==> config.mk <==
export PLATFORM = sky130hd
export DESIGN_NAME = sevenseg_scan
export DESIGN_NICKNAME = d
export VERILOG_FILES = /design/src/rtl/segscan_pkg.sv /design/src/rtl/scan_control.sv /design/src/rtl/scan_datapath.sv /design/src/rtl/sevenseg_scan.sv
export SDC_FILE = /design/constraint.sdc
export NUM_CORES = 1
export LEC_CHECK = 0
export ABC_AREA = 1
export BUFFER_PORTS_ARGS = -buffer_cell sky130_fd_sc_hd__buf_4
export CAP_MARGIN = 0
export CORE_ASPECT_RATIO = 0.5
export CORE_UTILIZATION = 60
export DETAILED_ROUTE_END_ITERATION = 10
export GPL_ROUTABILITY_DRIVEN = 0
export PLACE_DENSITY = 0.83
export SLEW_MARGIN = 10
export SYNTH_ARGS = -nofsm -noshare
export SYNTH_HDL_FRONTEND = slang
export SYNTH_SLANG_ARGS = --single-unit
==> constraint.sdc <==
create_clock -name clk -period 7.2 [get_ports clk]
set_clock_uncertainty 0.15 [all_clocks]
set_input_delay 1.08 -clock clk [delete_from_list [all_inputs] [get_ports clk]]
set_output_delay 1.08 -clock clk [all_outputs]
set_load 0.01 [all_outputs]
==> src/rtl/segscan_pkg.sv <==
package segscan_pkg;

  typedef struct packed {
    logic       commit;
    logic       lit;
    logic [1:0] slot;
  } scanCtl_t;

  function automatic logic [7:0] segCode(input logic [3:0] value);
    logic [7:0] code;
    case (value)
      4'd0:    code = 8'hC0;
      4'd1:    code = 8'hF9;
      4'd2:    code = 8'hA4;
      4'd3:    code = 8'hB0;
      4'd4:    code = 8'h99;
      4'd5:    code = 8'h92;
      4'd6:    code = 8'h82;
      4'd7:    code = 8'hF8;
      4'd8:    code = 8'h80;
      4'd9:    code = 8'h90;
      default: code = 8'hFF;
    endcase
    return code;
  endfunction

endpackage

==> src/rtl/scan_control.sv <==
module scan_control
  import segscan_pkg::*;
#(
  parameter int unsigned NUM_DIGITS   = 4,
  parameter int unsigned DWELL_CYCLES = 176000,
  parameter int unsigned BLANK_CYCLES = 4
) (
  input  logic     clk,
  input  logic     rstN,
  output scanCtl_t ctl
);
  localparam int unsigned MAX_CNT   = (DWELL_CYCLES > BLANK_CYCLES) ? DWELL_CYCLES : BLANK_CYCLES;
  localparam int unsigned CNT_W     = $clog2(MAX_CNT + 1);
  localparam logic [CNT_W-1:0] DWELL_LAST = CNT_W'(DWELL_CYCLES - 1);
  localparam logic [CNT_W-1:0] BLANK_LAST = CNT_W'(BLANK_CYCLES - 1);
  localparam logic [1:0]       LAST_SLOT  = 2'(NUM_DIGITS - 1);

  logic [CNT_W-1:0] phaseCnt;
  logic             litPhase;
  logic [1:0]       slotIdx;
  logic             dwellDone;
  logic             blankDone;

  assign dwellDone = litPhase && (phaseCnt == DWELL_LAST);
  assign blankDone = !litPhase && (phaseCnt == BLANK_LAST);

  always_ff @(posedge clk or negedge rstN) begin
    if (!rstN) begin
      phaseCnt <= '0;
      litPhase <= 1'b0;
      slotIdx  <= '0;
    end else if (blankDone) begin
      phaseCnt <= '0;
      litPhase <= 1'b1;
    end else if (dwellDone) begin
      phaseCnt <= '0;
      litPhase <= 1'b0;
      slotIdx  <= (slotIdx == LAST_SLOT) ? 2'd0 : slotIdx + 2'd1;
    end else begin
      phaseCnt <= phaseCnt + 1'b1;
    end
  end

  always_comb begin
    ctl.commit = dwellDone && (slotIdx == LAST_SLOT);
    ctl.lit    = litPhase;
    ctl.slot   = slotIdx;
  end

endmodule

==> src/rtl/scan_datapath.sv <==
module scan_datapath
  import segscan_pkg::*;
#(
  parameter int unsigned SAMPLE_W      = 12,
  parameter int unsigned FULL_SCALE_MV = 2500,
  parameter int unsigned NUM_DIGITS    = 4
) (
  input  logic                  clk,
  input  logic                  rstN,
  input  scanCtl_t              ctl,
  input  logic                  sampleValid,
  input  logic [SAMPLE_W-1:0]   sampleIn,
  output logic [7:0]            segN,
  output logic [NUM_DIGITS-1:0] digitN
);
  localparam int unsigned MV_W   = $clog2(FULL_SCALE_MV + 1);
  localparam int unsigned PROD_W = SAMPLE_W + MV_W;

  logic [SAMPLE_W-1:0] pendSample;
  logic [MV_W-1:0]     shownMv;
  logic [PROD_W-1:0]   scaledProd;
  logic [3:0]          digitVal [NUM_DIGITS];

  assign scaledProd = PROD_W'(pendSample) * PROD_W'(FULL_SCALE_MV);

  always_ff @(posedge clk or negedge rstN) begin
    if (!rstN) begin
      pendSample <= '0;
    end else if (sampleValid) begin
      pendSample <= sampleIn;
    end
  end

  always_ff @(posedge clk or negedge rstN) begin
    if (!rstN) begin
      shownMv <= '0;
    end else if (ctl.commit) begin
      shownMv <= MV_W'(scaledProd >> SAMPLE_W);
    end
  end

  for (genvar g = 0; g < NUM_DIGITS; g++) begin : gDigit
    localparam int unsigned WEIGHT = 10 ** (NUM_DIGITS - 1 - g);
    logic [MV_W-1:0] quot;
    logic [MV_W-1:0] rem;
    assign quot        = shownMv / MV_W'(WEIGHT);
    assign rem         = quot % MV_W'(10);
    assign digitVal[g] = rem[3:0];
  end

  always_comb begin
    segN   = 8'hFF;
    digitN = '1;
    if (ctl.lit) begin
      digitN[ctl.slot] = 1'b0;
      segN             = segCode(digitVal[ctl.slot]);
    end
  end

endmodule

==> src/rtl/sevenseg_scan.sv <==
module sevenseg_scan
  import segscan_pkg::*;
#(
  parameter int unsigned SAMPLE_W      = 12,
  parameter int unsigned FULL_SCALE_MV = 2500,
  parameter int unsigned NUM_DIGITS    = 4,
  parameter int unsigned DWELL_CYCLES  = 176000,
  parameter int unsigned BLANK_CYCLES  = 4
) (
  input  logic                  clk,
  input  logic                  rstN,
  input  logic                  sampleValid,
  input  logic [SAMPLE_W-1:0]   sampleIn,
  output logic [7:0]            segN,
  output logic [NUM_DIGITS-1:0] digitN
);
  scanCtl_t ctl;

  scan_control #(
    .NUM_DIGITS  (NUM_DIGITS),
    .DWELL_CYCLES(DWELL_CYCLES),
    .BLANK_CYCLES(BLANK_CYCLES)
  ) uControl (
    .clk (clk),
    .rstN(rstN),
    .ctl (ctl)
  );

  scan_datapath #(
    .SAMPLE_W     (SAMPLE_W),
    .FULL_SCALE_MV(FULL_SCALE_MV),
    .NUM_DIGITS   (NUM_DIGITS)
  ) uDatapath (
    .clk        (clk),
    .rstN       (rstN),
    .ctl        (ctl),
    .sampleValid(sampleValid),
    .sampleIn   (sampleIn),
    .segN       (segN),
    .digitN     (digitN)
  );

endmodule

Yosys cells after proc, flatten, opt, wreduce, memory -nomap -nowiden
Memories as Yosys holds them, arrays and structs flattened.
Cells that the tools add are included.
Widths: inputs -> output; s select.
{ "op_classes": {"n_addsub": 2, "mul": 1, "div": 7, "n_lt_le_gt_ge": 3, "eq_ne": 3, "n_mux": 12, "bitwise_logic": 3, "n_reduce_logical": 7} }
{ "ops": {"columns": ["op", "n"], "rows": [
  ["$mod 12x4->12 const B", 4],
  ["$mux 18", 2],
  ["$mul 12x10->22 const B", 1],
  ["$add 18x1->18 const B", 1],
  ["$eq 18x18->1 const B", 1],
  ["$eq 18x2->1 const B", 1],
  ["$div 12x10->12 const B", 1],
  ["$div 12x4->12 const B", 1],
  ["$div 12x7->12 const B", 1],
  ["$mux 4", 3],
  ["$bmux 4 s2", 1],
  ["$mux 8", 1],
  ["$logic_and 1x1->1", 4],
  ["$not 4->4", 1],
  ["$ge 3x3->1 const B", 1],
  ["$lt 2x3->1 const B", 1],
  ["$mux 1", 3],
  ["$not 2->3", 1],
  ["$add 2x1->2 const B", 1],
  ["$demux 1 s2", 1],
  ["$eq 2x2->1 const B", 1],
  ["$ge 2x1->1 const B", 1],
  ["$mux 2", 1],
  ["$reduce_and 2->1", 1],
  ["3 further kinds", 3]
]} }
{ "totals": {"register_bits": 45, "romBits": 112, "inputBits": 15, "wordCells": 44, "memories": 1} }
{ "mem_list": {"columns": ["memory", "depth", "word_bits", "read_ports", "rd_ports_with_merged_regs", "write_ports", "line", "source"], "rows": [
  ["(name not given)", 16, 7, 1, 0, 0, "segscan_pkg.sv:11", "case (value)"]
]} }

Longest topological paths before layout
Gate-level depths: netlist of run 1.
An unclocked memory read counts as a cell.
{ "logic_depth": {"depth_word": 7, "depth_mapped": 54, "depth_no_buf": 53} }

By module
A second synthesis of run 1 with hierarchy kept.
{ "unflattened": {"hier_cells": 897, "hier_area_um2": 6359.8} }
{ "by_module_without_submodules": {"columns": ["module", "instances", "cells_per_inst", "area_each_um2", "seq_area_each_um2"], "rows": [
  ["scan_datapath", 1, 709, 5037.3, 600.6],
  ["scan_control", 1, 188, 1322.5, 525.5]
]} }

Worst setup path after synthesis of run 1
Ideal clock, no wire load.
{ "synth_timing": {"path_type": "reg-to-output", "startpoint": "reg uDatapath.shownMv[8]", "endpoint": "out segN[1]", "arrival_ns": 4.630, "path_slack_ns": 1.340, "stages_incl_launch_ff": 47, "n_path_buf": 1, "path_cell_list": "dfrtp_1 > buf_2 > nor2_2 > a21oi_4 > nand2_2 > nand2_2 > nor2_2 > nand2_2 > nand2_2 > nand2_4 > inv_2 > nand2_1 > nand2_2 > nor2_1 > nand2_1 > nand2_2 > nand2_4 > inv_4 > (+11 left out) > clkinv_4 > nand2_2 > nand2_1 > nand3b_4 > nand3_2 > nand2_2 > nand2_1 > o21ai_2 > nand2_2 > nand2_1 > nand2_1 > nand3_1 > o211ai_1 > nand2_2 > inv_1 > ha_1 > or2_0 > nand2_1"} }
{ "synth_between": {"elab_chain_len": 7} }
{ "synth_lines": {"columns": ["item", "line", "source"], "rows": [
  ["start, declared", "scan_datapath.sv:20", "logic [MV_W-1:0] shownMv;"],
  ["start signal, assigned", "scan_datapath.sv:38", "shownMv <= MV_W'(scaledProd >> SAMPLE_W);"],
  ["$div 12x4->12 (tied with other cells)", "scan_datapath.sv:46", "assign quot = shownMv / MV_W'(WEIGHT);"],
  ["$mod 12x4->12", "scan_datapath.sv:47", "assign rem = quot % MV_W'(10);"],
  ["$bmux 4 s2 (*)", "scan_datapath.sv:56", "segN = segCode(digitVal[ctl.slot]);"],
  ["$mux 4 (not written as such) (*) (2 in a row)", "scan_datapath.sv:56", null],
  ["$mem_v2 16x7 (*)", null, null],
  ["$mux 8 (*)", "scan_datapath.sv:54", "if (ctl.lit) begin"],
  ["end, declared", "sevenseg_scan.sv:14", "output logic [7:0] segN,"]
]} }
Mark *: on every way between the ends. The rest lies on a longest branch, timed or not. The select of a mux whose other input is x is not followed.

Worst setup path after layout of run 1
{ "layout_timing": {"startpoint": "reg uDatapath.shownMv[11]", "endpoint": "out segN[1]"} }
Same word-level chain as after synthesis.

==> out/metrics.cfg, run 1 <==
[setup_path]
rr_worst_depth = 28
crit_top_cell = nand2_2
cp-start-kind = flip-flop
crit_type = reg -> out
cp-end-kind = primary output
critPathRequiredTime_ns = 5.97
max_stage_delay_ns = 0.45
worst_ep_arrival_time_ns = 5.60
critical_path.slowest_cell = dfrtp_2
path_max_fanout = 9

[hold_path]
worstHoldPathType = reg -> reg
holdPathStages = 1

[floorplan]
start_util_pct = 62.4
rows = 25
dieArea_um2 = 10400
ios = 27
die-height_um = 72.6
fp.coreArea_um2 = 9570
dieWidth_um = 143

[clock_tree]
cts_buffers = 5
cts_tree = built
clock_latency_ns = 0.29
clock_path_buffers = 2
clock_sinks = 45
postCtsHoldBufs = 0
htreeDepth = 2
clock-root-buffer = clkbuf_16
clk_pin_slew_ns = 0.07

[layout]
area_growth_pct = 11.2
regArea_um2 = 1130
multi_input_area_um2 = 4240
nNetsFinal = 988
drive_gt1_share_pct = 17.4
diodes = 0
fillers = 773
final_core_util_pct = 69.4

[timing]
tightest_slew_ns = 0.690
min_period_over_period_pct = 94.9
max_freq_mhz = 146
finalWorstSetupSlack_ns = 0.365
maxSlewHeadroom_pct = 53.9
setup_violations = 0
maxSlewViolCount = 0
timing.hold.ws_ns = 0.313
period_needed_ns = 6.83
hold_violations = 0

[global_route]
gr-usage-all-layers_pct = 26.6
grt_max_degree = 46
grt_overflow = 0
grt_pass1_vias = 5170
antenna_found_initial = 0
grt_pass1_wl_mm = 22.4

[yosys]
synth-seq-cells = 45
synthDominantCellAreaShare_pct = 18.8
yosys_warnings = 0
yosysSeqAreaShare_pct = 18.8
ys.flop_type = dfrtp_1
netlist_area_um2 = 5980
synthTopCellsByArea = dfrtp_1 19%, ha_1 16%, nand2_1 11%, inv_1 10%, fa_1 7.4%
yosysTopAreaCell = dfrtp_1
synth_nets = 956
postSynthCellCount = 844
async_flop_share_pct = 100
synth_edf_count = 0
syn_avg_cell_area_um2 = 7.08
synth.distinct_cells = 56

[routing]
vias_per_cell = 5.30
first_pass_iters = 5
drt-initial-drc-count = 278
routed_wl_mm = 13.1
ant_nets = 0
post-route-drc-count = 0
detail_route.wl_per_cell_um = 12.9
vias = 5366

[pwr]
p_total_w = 0.00119
ir_drop_v = 0.000192
power.density_nw_per_um2 = 179
p_leak_nw = 3.68

[place]
port_buffers = 25
dp_slack_ns = 0.589
dp_hpwl_mm = 9.94

[job]
maxCapViolations = 0

[outcome]
outcome = complete, no violations

## area by class of cell
type	instances	share of cell area [%]
multi-input cells	616	63.8
flip-flops and latches	45	17.0
inverters	172	9.90
repair buffers	36	4.07
well taps	135	2.54
clock buffers	5	1.88
clock inverters	3	0.734
## critical path, delay by kind of cell, from the launching register on
| kind | cells | cell delay [ns] |
|---|---|---|
| buffers and inverters | 6 | 0.49 |
| AO/OA/AOI/OAI | 3 | 0.44 |
| flip-flops | 1 | 0.45 |
| adder cells (fa/ha/maj) | 1 | 0.29 |
| AND/OR/NAND/NOR | 37 | 3.64 |
## cells in the mapped netlist, types with 2 or more instances
| library cell | number |
|---|---|
| inv_1 | 162 |
| clkinv_1 | 2 |
| ha_1 | 75 |
| nor2_4 | 2 |
| fa_1 | 22 |
| nand2_4 | 7 |
| a211oi_1 | 2 |
| nand3_2 | 8 |
| buf_4 | 2 |
| o21ai_1 | 3 |
| xnor2_1 | 6 |
| nor2_1 | 64 |
| buf_2 | 2 |
| nand2_1 | 178 |
| nand4_1 | 11 |
| nand2_2 | 37 |
| inv_4 | 2 |
| nor4_1 | 6 |
| nand3b_1 | 5 |
| xor2_1 | 15 |
| mux2_2 | 8 |
| a21oi_2 | 3 |
| o211ai_1 | 5 |
| nand3_1 | 50 |
| a21oi_4 | 3 |
| clkbuf_1 | 5 |
| dfrtp_1 | 45 |
| nor2_2 | 5 |
| o21ai_2 | 2 |
| a21oi_1 | 29 |
| o21bai_1 | 2 |
| nor3_1 | 10 |
| o31ai_1 | 2 |
| a22oi_1 | 3 |
| inv_2 | 5 |
| o21ai_0 | 36 |
## routing by layer
| metal | share of wire (%) | up-vias | track usage, % |
|---|---|---|---|
| li1 | - | 2736 | - |
| met1 | 47 | 2467 | 35.5 |
| met2 | 48 | 151 | 48.0 |
| met3 | 4.1 | 12 | 2.10 |
| met4 | 0.81 | 0 | 5.02 |
| met5 | 0 | - | 0 |
## where the power goes
group          internal [W]  leakage (nW)  switching (W)
logic              0.000271          3.03       0.000370
clock network      0.000166        0.0819       0.000106
registers          0.000259         0.570      0.0000162
## metrics by stage
stage	setup TNS [ns]	area (µm²)	cells
6_report	0	6650	1012
5_1_grt	-0.134	6650	1012
4_1_cts	0	6450	1001
3_5_place_dp	0	6280	993
3_3_place_gp	0	6280	993
2_1_floorplan	0	5980	844
## state kept, by name, indices dropped and copies added, names as in the netlist
name and cells:
uControl.phaseCnt 18, uDatapath.pendSample 12, uDatapath.shownMv 12, uControl.litPhase 1
uControl.slotIdx 2
## layout by cell type, fill, tap and decap left out, types with 3 or more instances in the layout
| cell | count |
|---|---|
| o21ai_1 | 3 |
| xnor2_1 | 6 |
| o21ai_0 | 35 |
| buf_4 | 36 |
| inv_2 | 6 |
| nor3_1 | 10 |
| nand3_1 | 48 |
| inv_4 | 3 |
| inv_1 | 160 |
| nor2_4 | 3 |
| nand3_2 | 10 |
| nor4_1 | 6 |
| xor2_1 | 15 |
| o211ai_1 | 5 |
| a21oi_1 | 28 |
| nand3b_1 | 5 |
| fa_1 | 22 |
| nand2_2 | 38 |
| mux2_2 | 8 |
| nand2_4 | 13 |
| ha_1 | 75 |
| nor2_2 | 5 |
| clkbuf_16 | 5 |
| nand4_1 | 11 |
| dfrtp_2 | 5 |
| dfrtp_1 | 40 |
| nand2_1 | 171 |
| a21oi_4 | 5 |
| nor2_1 | 63 |
## cells by family (layout without fill, tap and decap cells)
logic type / count (synthesis) / count (layout) / share of synthesized area [%]
AO/OA/AOI/OAI: 97 / 97 / 9.92
flip-flops: 45 / 45 / 18.8
adder cells (fa/ha/maj): 97 / 97 / 23.1
AND/OR/NAND/NOR: 391 / 391 / 31.4
other: 1 / 1 / 0.0627
multiplexers: 9 / 9 / 1.67
XOR/XNOR: 21 / 21 / 3.08
buffers and inverters: 183 / 216 / 11.9
## repair_timing
item / 4_1_cts / 5_1_grt
setup buffers: 0 / 11
endpoints found under the setup margin: 0 / 7
resized for setup: 0 / 33
## path summary, 6_finish.rpt
kind | startpoint | to | slack (ns)
setup / recovery | uDatapath.shownMv[11] | segN[1] | 0.37
hold / removal | uControl.phaseCnt[0] | uControl.phaseCnt[0] | 0.31
setup reg to reg | uDatapath.pendSample[5] | uDatapath.shownMv[11] | 1.11
hold reg to reg | uControl.phaseCnt[0] | uControl.phaseCnt[0] | 0.31
max in group asynchronous | rstN | uDatapath.shownMv[7] | 5.84
min in group asynchronous | rstN | uControl.litPhase | 0.64
Note: power is estimated with default switching activity, not from simulation.
==> run 2, diff against run 1 <==
PLACE_DENSITY = 0.78   (was 0.83)
==> run 2 against run 1 <==
  * Power about the same
  * Core utilization is 1.8 points higher
  * Wire length rose by 0.41%
  * Combinational power down 0.8%
  * Via count rose by 0.60%
  * Worst hold slack better by 0.015 ns
  * First-iteration DRC count up 2.2%
  * Clock power rose by 2%
  * Global-route usage is 0.052 points lower
  * Register-to-register slack gained 0.03 ns
  * Largest power group unchanged
  * Highest routed layer unchanged
==> out/metrics.cfg, run 2 (synthesis gave the netlist of run 1 again) <==
[timing]
min_period_over_period_pct = 94.6
finalWorstSetupSlack_ns = 0.386
maxSlewHeadroom_pct = 52.1
tightest_slew_ns = 0.716
fin_setup_tns_ns = 0
hold_violations = 0
maxSlewViolCount = 0
max_freq_mhz = 147
period_needed_ns = 6.81
setup_violations = 0
timing.hold.ws_ns = 0.328

[place]
port_buffers = 25
dp.cells = 993
dp_hpwl_mm = 9.96
dp_slack_ns = 0.562

[outcome]
outcome = complete, no violations

[routing]
routed_wl_mm = 13.1
vias_per_cell = 5.28
post-route-drc-count = 0
vias = 5398
first_pass_iters = 4
detail_route.wl_per_cell_um = 12.8
drt-initial-drc-count = 284
ant_nets = 0

[layout]
diodes = 0
final_cell_mix = 162 x nand2_1, 159 x inv_1, 74 x ha_1
largestRegisters = uControl.phaseCnt: 18 flops, uDatapath.pendSample: 12 flops, uDatapath.shownMv: 12 flops
final_cells = 1022
area_growth_pct = 14.0
largest_register_ffs = 18
regMostFlops = uControl.phaseCnt
nNetsFinal = 998
final_core_util_pct = 71.2
drive_gt1_share_pct = 20.0
final_common_cell = nand2_1

[setup_path]
cp-endpoint = segN[1]
rr_startpoint = uDatapath.pendSample[4]
worstReg2RegEnd = uDatapath.shownMv[11]
path_max_fanout = 9
crit_top_cell = nand2_2
startpoint = uDatapath.shownMv[11]
worst_ep_arrival_time_ns = 5.58
ff2ff_setup_slack_ns = 1.14
crit_type = reg -> out
cp-start-kind = flip-flop
max_stage_delay_ns = 0.46
critical_path.slowest_cell = dfrtp_2
cp-end-kind = primary output
rr_worst_depth = 31
critPathRequiredTime_ns = 5.97

[pwr]
p_leak_nw = 3.77
ir_drop_v = 0.000142
power.density_nw_per_um2 = 174

[job]
maxCapViolations = 0

[floorplan]
ios = 27
start_util_pct = 62.4
dieArea_um2 = 10400
rows = 25
dieWidth_um = 143
fp.coreArea_um2 = 9570
die-height_um = 72.6

[clock_tree]
postCtsHoldBufs = 0
clock_latency_ns = 0.29
clock_sinks = 45
clock-root-buffer = clkbuf_16
cts_tree = built
clk_pin_slew_ns = 0.07
clock_path_buffers = 2
cts_buffers = 5
htreeDepth = 2

[global_route]
antenna_found_initial = 0
gr-usage-all-layers_pct = 26.5
grt_max_degree = 46
grt_pass1_vias = 5075
grt_overflow = 0
grt_pass1_wl_mm = 22.3

[hold_path]
worstHoldPathType = reg -> reg

run 2: cell count changes in the layout (fill, tap and decap cells not counted), sizes merged:
cell      before  now
inv          170  171
clkinv         3    2
clkinvlp       1    0
clkbuf         5    6
buf           36   46
run 2: final cells by class:
| type | count | area [µm²] |
|---|---|---|
| Sequential cell | 45 | 1130 |
| Clock buffer | 6 | 139 |
| Timing Repair Buffer | 46 | 358 |
| Fill cell | 791 | 2760 |
| Clock inverter | 2 | 41.3 |
| Multi-Input combinational cell | 616 | 4310 |
| Inverter | 172 | 663 |
| Tap cell | 135 | 169 |
run 2: power breakdown:
group / switching (W) / internal [W]
combinational: 0.000367 / 0.000268
clock: 0.000101 / 0.000176
sequential: 0.0000163 / 0.000259
total: 0.000485 / 0.000703
run 2: per-layer routing:
layer	global-route usage (%)	routed length (µm)	up-vias	part of all wire [%]
met4	5.62	204	0	1.6
li1	-	-	2760	-
met5	0	0	-	0
met2	47.5	6270	106	48
met3	2.89	467	22	3.6
met1	35.0	6180	2510	47
run 2: worst min-delay path by stage:
stage	startpoint	end	slack, ns	cells after the start
finish	uControl.phaseCnt[0]	uControl.phaseCnt[0]	0.33	1
global route	uControl.phaseCnt[0]	uControl.phaseCnt[0]	0.34	1
CTS	uControl.phaseCnt[0]	uControl.phaseCnt[0]	0.33	1
detailed placement	uControl.phaseCnt[0]	uControl.phaseCnt[0]	0.32	1
global placement	uControl.phaseCnt[0]	uControl.phaseCnt[0]	0.30	1
floorplan	uControl.phaseCnt[0]	uControl.phaseCnt[0]	0.28	1
run 2: worst max-delay path: cells and delay by family, from the launching register on:
kind / cells / cell delay (ns)
AO/OA/AOI/OAI: 4 / 0.63
adder cells (fa/ha/maj): 1 / 0.27
AND/OR/NAND/NOR: 35 / 3.39
buffers and inverters: 6 / 0.52
flip-flops: 1 / 0.46
run 2: per-stage QoR:
stage	instance area (µm²)	power [W]
2_1_floorplan	5980	0.000756
3_3_place_gp	6280	0.000857
3_5_place_dp	6280	0.000897
5_1_grt	6820	0.00132
4_1_cts	6460	0.00120
6_report	6820	0.00119
run 2: repair_timing:
action,in CTS,in global routing
gates resized for setup,0,52
setup endpoints to repair,0,7
buffers inserted,0,21
endpoints found under the hold margin,0,0
==> run 3, diff against run 2 <==
CELL_PAD_IN_SITES_DETAIL_PLACEMENT = 1   (was default)
CELL_PAD_IN_SITES_GLOBAL_PLACEMENT = 1   (was default)
CORE_UTILIZATION = 47   (was 60)
PLACE_DENSITY = default   (was 0.78)
PLACE_DENSITY_LB_ADDON = 0.1   (was default)
==> run 3 against run 2 <==
  * Combinational power increased by 3%
  * Sequential share of layout area decreased by 0.53 points
  * First-iteration DRC count decreased by 33%
  * Worst hold slack got worse by 0.0071 ns
  * Sequential power barely moved
  * Die area up 27%
  * Final area grew 3.3%
  * Setup slack got worse by 0.16 ns
  * Highest routed layer unchanged
==> out/metrics.cfg, run 3 (synthesis gave the netlist of run 1 again) <==
[clock_tree]
cts_buffers = 5
cts_tree = built
postCtsHoldBufs = 0
clock-root-buffer = clkbuf_16
clock_sinks = 45
htreeDepth = 2
clk_pin_slew_ns = 0.07
clock_path_buffers = 2
clock_latency_ns = 0.30

[hold_path]
holdPathStages = 1
worstHoldPathType = reg -> reg
min_to = uControl.phaseCnt[0]
hold_start = uControl.phaseCnt[0]

[place]
dpl_cell_area_um2 = 6310
dp_hpwl_mm = 12.2
dp.cells = 1023
port_buffers = 25

[setup_path]
path_max_fanout = 7
rr_startpoint = uDatapath.pendSample[4]
cp-start-kind = flip-flop
cp_num_buf_inv = 8
rr_worst_depth = 31
worstReg2RegEnd = uDatapath.shownMv[11]
worst_ep_arrival_time_ns = 5.75
cp-end-kind = primary output
ff2ff_setup_slack_ns = 1.02
crit_type = reg -> out
critical_path.slowest_cell = dfrtp_2
path_depth = 45
max_stage_delay_ns = 0.48
startpoint = uDatapath.shownMv[9]
cpLargestDelayFamily = simple AND/OR/NAND/NOR gates
critPathRequiredTime_ns = 5.97

[global_route]
grt_pass1_wl_mm = 25.9
antenna_found_initial = 0
grt_max_degree = 46
gr-usage-all-layers_pct = 24.4
grt_pass1_vias = 5606
grt_overflow = 0

[timing]
tightest_slew_ns = 0.760
period_needed_ns = 6.98
maxSlewViolCount = 0
setup_violations = 0
hold_violations = 0
timing.hold.ws_ns = 0.321
maxSlewHeadroom_pct = 49.2
max_freq_mhz = 143
min_period_over_period_pct = 96.9

[layout]
nNetsFinal = 1014
final_core_util_pct = 58.2
final_cells = 1068
final_common_cell = nand2_1
diodes = 0
largestRegisters = uControl.phaseCnt: 18 flops, uDatapath.pendSample: 12 flops, uDatapath.shownMv: 12 flops
largest_register_ffs = 18
regMostFlops = uControl.phaseCnt
area_growth_pct = 17.8
postLayoutCellArea_um2 = 7040
drive_gt1_share_pct = 21.8
final_cell_mix = 161 x nand2_1, 160 x inv_1, 75 x ha_1

[floorplan]
dieWidth_um = 161
ios = 27
die-height_um = 81.7
rows = 28
dieArea_um2 = 13200
start_util_pct = 49.5
fp.coreArea_um2 = 12100

[pwr]
power.density_nw_per_um2 = 173
p_total_w = 0.00122
p_leak_nw = 3.90
ir_drop_v = 0.000139

[routing]
detail_route.wl_per_cell_um = 15.7
ant_nets = 0
routed_wl_mm = 16.7
first_pass_iters = 4
post-route-drc-count = 0
vias_per_cell = 5.26
vias = 5616
drt-initial-drc-count = 191

[outcome]
outcome = complete, no violations

[job]
maxCapViolations = 0

==> run 3: repair_timing <==
item	4_1_cts	5_1_grt
setup endpoints to repair	0	7
buffers inserted	0	37
hold endpoints to repair	0	0
resized for setup	0	69
==> run 3: where the power goes <==
part	internal, W	total (W)	switching (W)
combinational	0.000270	0.000655	0.000386
clock	0.000176	0.000285	0.000109
sequential	0.000259	0.000276	0.0000173
==> run 3: worst reg2reg max path: cells and delay by family (launching register included) <==
family / cells / cell delay, ns
DFF: 1 / 0.56
AOI/OAI and AO/OA: 11 / 1.94
adders and majority gates: 5 / 1.87
buffers and inverters: 6 / 0.42
and+or+nand+nor: 8 / 0.94
xor gates and xnor gates: 1 / 0.15
==> run 3: area by class of cell <==
cell class / instances / area [µm²]
fill: 1562 / 5050
tap: 165 / 206
clock inverter: 2 / 41.3
timing repair buffer: 62 / 473
clock buffer: 6 / 139
inverter: 172 / 667
sequential: 45 / 1130
multi-input combinational: 616 / 4380
==> run 3: layer usage <==
| layer | part of all wire [%] | track usage, % | vias to the layer above |
|---|---|---|---|
| met4 | 1.5 | 5.19 | 0 |
| met3 | 1.4 | 2.78 | 22 |
| met2 | 50 | 45.5 | 56 |
| met5 | 0 | 0 | - |
| met1 | 47 | 30.8 | 2753 |
| li1 | - | - | 2785 |
==> run 3: per-stage QoR <==
| step | setup slack, ns | TNS (ns) |
|---|---|---|
| floorplan | 1.34 | 0 |
| global placement | 0.570 | 0 |
| detailed placement | 0.421 | 0 |
| CTS | 0.0764 | 0 |
| global route | -0.182 | -1.02 |
| finish | 0.225 | 0 |
==> run 3: how the worst max path moves through the flow <==
stage / end
after floorplan: segN[1]
after global placement: segN[1]
after detailed placement: segN[1]
after CTS: segN[1]
after global routing: segN[1]
final: segN[1]
